[src/rtl/ocp_pkg.sv]
package ocp_pkg;

  typedef enum logic [2:0] {
    ST_IDLE   = 3'd0,
    ST_SOFT   = 3'd1,
    ST_RUN    = 3'd2,
    ST_REST   = 3'd3,
    ST_RETRY  = 3'd4,
    ST_CLAMP  = 3'd5
  } ocp_state_e;

  function automatic logic st_drives_output(input ocp_state_e s);
    return (s == ST_SOFT) || (s == ST_RUN) || (s == ST_RETRY) || (s == ST_CLAMP);
  endfunction

  function automatic logic st_is_timed(input ocp_state_e s);
    return (s == ST_REST) || (s == ST_RETRY);
  endfunction

  function automatic logic st_is_hiccup(input ocp_state_e s);
    return (s == ST_RUN) || (s == ST_REST) || (s == ST_RETRY);
  endfunction

  function automatic int unsigned cnt_width(input int unsigned a, input int unsigned b);
    int unsigned m;
    m = (a > b) ? a : b;
    return (m < 2) ? 1 : $clog2(m);
  endfunction

endpackage

[src/rtl/ocp_win_timer.sv]
module ocp_win_timer #(
  parameter int unsigned OFF_TICKS = 900,
  parameter int unsigned ON_TICKS  = 20
) (
  input  logic clk,
  input  logic rst_n,
  input  logic restart,
  input  logic run,
  input  logic sel_on,
  input  logic tick,
  output logic expire
);
  localparam int unsigned CW = ocp_pkg::cnt_width(OFF_TICKS, ON_TICKS);
  localparam logic [CW-1:0] OFF_LAST = CW'(OFF_TICKS - 1);
  localparam logic [CW-1:0] ON_LAST  = CW'(ON_TICKS - 1);

  logic [CW-1:0] cnt_q;
  logic [CW-1:0] last;

  assign last   = sel_on ? ON_LAST : OFF_LAST;
  assign expire = run && tick && (cnt_q == last);

  always_ff @(posedge clk or negedge rst_n) begin
    if (!rst_n)             cnt_q <= '0;
    else if (restart)       cnt_q <= '0;
    else if (run && tick)   cnt_q <= expire ? '0 : cnt_q + 1'b1;
  end
endmodule

[src/rtl/ocp_seq_fsm.sv]
module ocp_seq_fsm
  import ocp_pkg::*;
(
  input  logic       clk,
  input  logic       rst_n,
  input  logic       chan_en,
  input  logic       ss_done,
  input  logic       static_mode,
  input  logic       ovl,
  input  logic       expire,
  output ocp_state_e st_q,
  output logic       tmr_restart,
  output logic       tmr_run,
  output logic       tmr_sel_on,
  output logic       clamp_q,
  output logic       seen_q
);
  ocp_state_e st_n;
  logic       retry_fail;

  assign retry_fail = seen_q || ovl;

  always_comb begin
    st_n = st_q;
    if (!chan_en)      st_n = ST_IDLE;
    else if (!ss_done) st_n = ST_SOFT;
    else if (static_mode) st_n = ST_CLAMP;
    else begin
      unique case (st_q)
        ST_RUN:   st_n = ovl ? ST_REST : ST_RUN;
        ST_REST:  st_n = expire ? ST_RETRY : ST_REST;
        ST_RETRY: st_n = expire ? (retry_fail ? ST_REST : ST_RUN) : ST_RETRY;
        default:  st_n = ST_RUN;
      endcase
    end
  end

  assign tmr_restart = (st_n != st_q);
  assign tmr_run     = st_is_timed(st_q);
  assign tmr_sel_on  = (st_q == ST_RETRY);

  always_ff @(posedge clk or negedge rst_n) begin
    if (!rst_n) begin
      st_q    <= ST_IDLE;
      clamp_q <= 1'b0;
      seen_q  <= 1'b0;
    end else begin
      st_q    <= st_n;
      clamp_q <= (st_n == ST_CLAMP) && ovl;
      seen_q  <= (st_q == ST_RETRY) && (st_n == ST_RETRY) && (seen_q || ovl);
    end
  end
endmodule

[src/rtl/ocp_hiccup_ctrl.sv]
module ocp_hiccup_ctrl
  import ocp_pkg::*;
#(
  parameter int unsigned OFF_TICKS = 900,
  parameter int unsigned ON_TICKS  = 20
) (
  input  logic clk,
  input  logic rst_n,
  input  logic tick,
  input  logic chan_en,
  input  logic ss_done,
  input  logic static_mode,
  input  logic ovl,
  output logic out_en,
  output logic ilim_act,
  output logic olf
);
  ocp_state_e st_q;
  logic win_expire;
  logic tmr_restart, tmr_run, tmr_sel_on;
  logic clamp_q, seen_q;

  ocp_seq_fsm u_fsm (
    .clk(clk), .rst_n(rst_n), .chan_en(chan_en), .ss_done(ss_done),
    .static_mode(static_mode), .ovl(ovl), .expire(win_expire),
    .st_q(st_q), .tmr_restart(tmr_restart), .tmr_run(tmr_run),
    .tmr_sel_on(tmr_sel_on), .clamp_q(clamp_q), .seen_q(seen_q)
  );

  ocp_win_timer #(.OFF_TICKS(OFF_TICKS), .ON_TICKS(ON_TICKS)) u_tmr (
    .clk(clk), .rst_n(rst_n), .restart(tmr_restart), .run(tmr_run),
    .sel_on(tmr_sel_on), .tick(tick), .expire(win_expire)
  );

  assign out_en   = st_drives_output(st_q);
  assign ilim_act = (st_q == ST_RETRY) || ((st_q == ST_CLAMP) && clamp_q);
  assign olf      = (st_q == ST_REST) || (st_q == ST_RETRY) || ((st_q == ST_CLAMP) && clamp_q);
endmodule

[config.mk]
export PLATFORM = sky130hd
export DESIGN_NAME = ocp_hiccup_ctrl
export DESIGN_NICKNAME = d
export VERILOG_FILES = /design/src/rtl/ocp_pkg.sv /design/src/rtl/ocp_win_timer.sv /design/src/rtl/ocp_seq_fsm.sv /design/src/rtl/ocp_hiccup_ctrl.sv
export SDC_FILE = /design/constraint.sdc
export NUM_CORES = 1
export LEC_CHECK = 0
export BUFFER_PORTS_ARGS = -buffer_cell sky130_fd_sc_hd__buf_2
export CAP_MARGIN = 20
export CORE_MARGIN = 2
export CORE_UTILIZATION = 51
export DETAILED_ROUTE_END_ITERATION = 12
export GPL_TIMING_DRIVEN = 0
export MAX_ROUTING_LAYER = met4
export PLACE_DENSITY = 0.69
export SYNTH_ARGS = -nofsm -noshare
export SYNTH_HDL_FRONTEND = slang
export SYNTH_HIERARCHICAL = 1
export SYNTH_SLANG_ARGS = --single-unit
[constraint.sdc]
create_clock -name clk -period 3.39 [get_ports clk]
set_input_delay 0.1695 -clock clk [delete_from_list [all_inputs] [get_ports clk]]
set_output_delay 0.1695 -clock clk [all_outputs]
set_load 0.005 [all_outputs]
==> flow_summary.yaml <==
critical_path:
  timing.rr.start: "u_fsm/st_q[1]$_DFF_PN0_"
  critPathBufInv: 0
  regToRegSetupSlack_ns: 0.21
  cp.required_ns: 3.60
  cp-start-kind: "flop"
  critical_path.top_delay_family: "simple AND/OR/NAND/NOR gates"
  crit_fanout: 8
  crit_path_top_delay_cell: "or4_1"
  r2r_end: "u_tmr/cnt_q[9]$_DFFE_PN0P_"
  cp.arrival_ns: 3.39
  end_kind: "flop"
  path_cells: "or3b_1 -> o21ai_2 -> nand3_1 -> or2b_2 -> nor2_4 -> o21bai_1 -> and4bb_2 -> a211o_1 -> nand3_2 -> a21oi_2 -> or4_1 -> a21oi_1"
  reg2regPathDepth: 12
  cpPeakStageDelay_ns: 0.52
  crit_type: "reg -> reg"
logic_synthesis:
  synthFlopType: "dfrtp_1"
  async_flop_share_pct: 100
  ys_seq_area_share_pct: 39.8
  synth_cells: 103
  syn-num-nets: 111
  synthXorXnorAreaFrac_pct: 7.44
  synth.avg_cell_area_um2: 9.15
  synthSimpleGateAreaFrac_pct: 33.5
  synthMuxAreaShare_pct: 1.06
  synth_fa_ha_area_share_pct: 1.33
  syn_area_um2: 942
  synth_top_family_by_area: "simple AND/OR/NAND/NOR gates"
  synth-seq-cells: 15
  ys_types: 39
  synth_warnings: 6
  synth_edf_count: 0
  synth-compound-area-share_pct: 15.3
clock_tree:
  clock_latency_ns: 0.28
  htreeDepth: 1
  cts_tree: "yes"
  numCtsBuffers: 3
  clk_root_buffer_cell: "clkbuf_4"
  clock_sinks: 15
  cts_max_path_buffers: 2
  clkSlewWorstSetupHoldPaths_ns: 0.09
grt:
  grtUsageTotal_pct: 21.3
  grt_pass1_vias: 749
  grt_max_degree: 16
  grt_pass1_wl_mm: 3.21
  overflow: 0
  grt_antenna_before_repair: 0
floorplan:
  ioPinCount: 10
  start_util_pct: 54.6
  die_height_um: 47.0
  rows: 15
  coreArea_um2: 1730
  die_w_um: 47.0
  dieArea_um2: 2210
timing:
  setup_slack_ns: 0.207
  final_max_slew_viol_count: 0
  max_slew_margin_pct: 70.9
  post-route-period-util_pct: 93.9
  max_freq_mhz: 314
  hold_violations: 0
  tightest_slew_ns: 0.431
  setup_viol: 0
  whs_ns: 0.0939
  rsz0062_at_grt: "no"
  finClkSkew_ns: 0.00215
  finalCriticalPeriod_ns: 3.18
place:
  dp_hpwl_mm: 1.34
  placed_cells: 137
  pre_cts_ws_ns: -0.215
  place_congestion: 0.859
  portBuffers: 9
drt:
  detail_route.first_pass.iterations: 4
  via_count: 844
  drtIter0Drc: 16
  routed_wl_mm: 1.97
  ant_nets: 0
  drc: 0
  drt-vias-per-instance: 5.78
  wl_per_cell_um: 13.5
final_layout:
  num_antenna_cells: 0
  drive_above_1_share_pct: 28.1
  fin_util_pct: 66.2
  area_growth_pct: 21.2
  fin_nets: 130
  final_cell_mix: "14 x nor2_1, 13 x dfrtp_1, 10 x nand2_1"
  final_cells: 146
  final_common_cell: "nor2_1"
job:
  drv_cap: 0
hold_path:
  hold_end: "u_fsm/st_q[1]$_DFF_PN0_"
  hold_depth: 2
  hold_class: "in -> reg"
  hold_start: "static_mode"
power:
  p_leak_nw: 0.450
  peakVddDrop_v: 0.000218
  cellPowerDensity_nw_per_um2: 295
run_status:
  status: "finished clean"
## timing repair
item / CTS / global route
setup buffers: 0 / 4
gates cloned: 0 / 0
pin swaps: 0 / 2
resized for setup: 6 / 7
endpoints found under the hold margin: 15 / 0
hold buffers: 1 / 0
setup endpoints to repair: 7 / 7
## synth_stat cells, drive strengths merged, types with 3 or more instances
| cell type | number | area [um2] |
|---|---|---|
| a21oi | 5 | 25.0 |
| dfrtp | 15 | 375 |
| nand2 | 10 | 37.5 |
| nand2b | 4 | 25.0 |
| nand3 | 3 | 15.0 |
| nor2 | 15 | 56.3 |
| nor3 | 3 | 15.0 |
| nor4 | 3 | 25.0 |
| nor4b | 3 | 26.3 |
| o21ai | 5 | 25.0 |
| xnor2 | 7 | 61.3 |
## where the power goes
part,internal (mW),total [mW],switching (mW)
combinational,0.0215,0.0530,0.0315
sequential,0.181,0.184,0.00285
clock,0.0438,0.100,0.0565
## metrics by stage
| stage | power [mW] | setup TNS, ns | instance area (um2) |
|---|---|---|---|
| final | 0.337 | 0 | 1140 |
| after detailed placement | 0.234 | -1.20 | 1020 |
| after global placement | 0.233 | -0.718 | 1020 |
| after global routing | 0.360 | 0 | 1140 |
| after CTS | 0.338 | 0 | 1080 |
| after floorplan | 0.216 | 0 | 942 |
## cell families (layout without fill, tap and decap cells)
| kind of cell | after synthesis | count (layout) |
|---|---|---|
| and+or+nand+nor | 55 | 55 |
| xor gates and xnor gates | 8 | 8 |
| muxes | 1 | 1 |
| DFF | 15 | 15 |
| AOI/OAI and AO/OA | 20 | 20 |
| adders and majority gates | 1 | 1 |
| buffers and inverters | 3 | 21 |
## registers in the layout, summed over array words and instances (netlist names)
signal	cells
u_fsm/clamp_q	1
u_tmr/cnt_q	10
u_fsm/st_q	3
u_fsm/seen_q	1
## area by class of cell
class	instances	area (um2)
repair buffers	14	85.1
clock inverters	1	5.00
multi-input cells	85	606
plain buffers	1	7.51
inverters	2	7.51
clock buffers	3	22.5
well taps	25	31.3
flip-flops and latches	15	378
fillers	150	584
## layer usage
layer,routed length [um],part of all wire (%),global-route usage (%),vias up
met5,0,0,-,-
met4,32,1.6,6.67,0
met3,95,4.8,6.15,4
met2,959,49,32.3,23
met1,879,45,27.4,404
li1,-,-,-,413
## worst max-delay path by stage
| stage | start | to | cells past startpoint |
|---|---|---|---|
| 4_1_cts | u_fsm/st_q[2]$_DFF_PN0_ | u_tmr/cnt_q[9]$_DFFE_PN0P_ | 12 |
| 3_3_place_gp | u_fsm/st_q[1]$_DFF_PN0_ | u_tmr/cnt_q[8]$_DFFE_PN0P_ | 13 |
| 2_1_floorplan | u_fsm/st_q[1]$_DFF_PN0_ | u_tmr/cnt_q[9]$_DFFE_PN0P_ | 12 |
| 5_1_grt | u_fsm/st_q[1]$_DFF_PN0_ | u_tmr/cnt_q[8]$_DFFE_PN0P_ | 14 |
| 6_report | u_fsm/st_q[1]$_DFF_PN0_ | u_tmr/cnt_q[9]$_DFFE_PN0P_ | 12 |
| 3_5_place_dp | u_fsm/st_q[1]$_DFF_PN0_ | u_tmr/cnt_q[9]$_DFFE_PN0P_ | 12 |
Power figures use the tool's default switching activity.
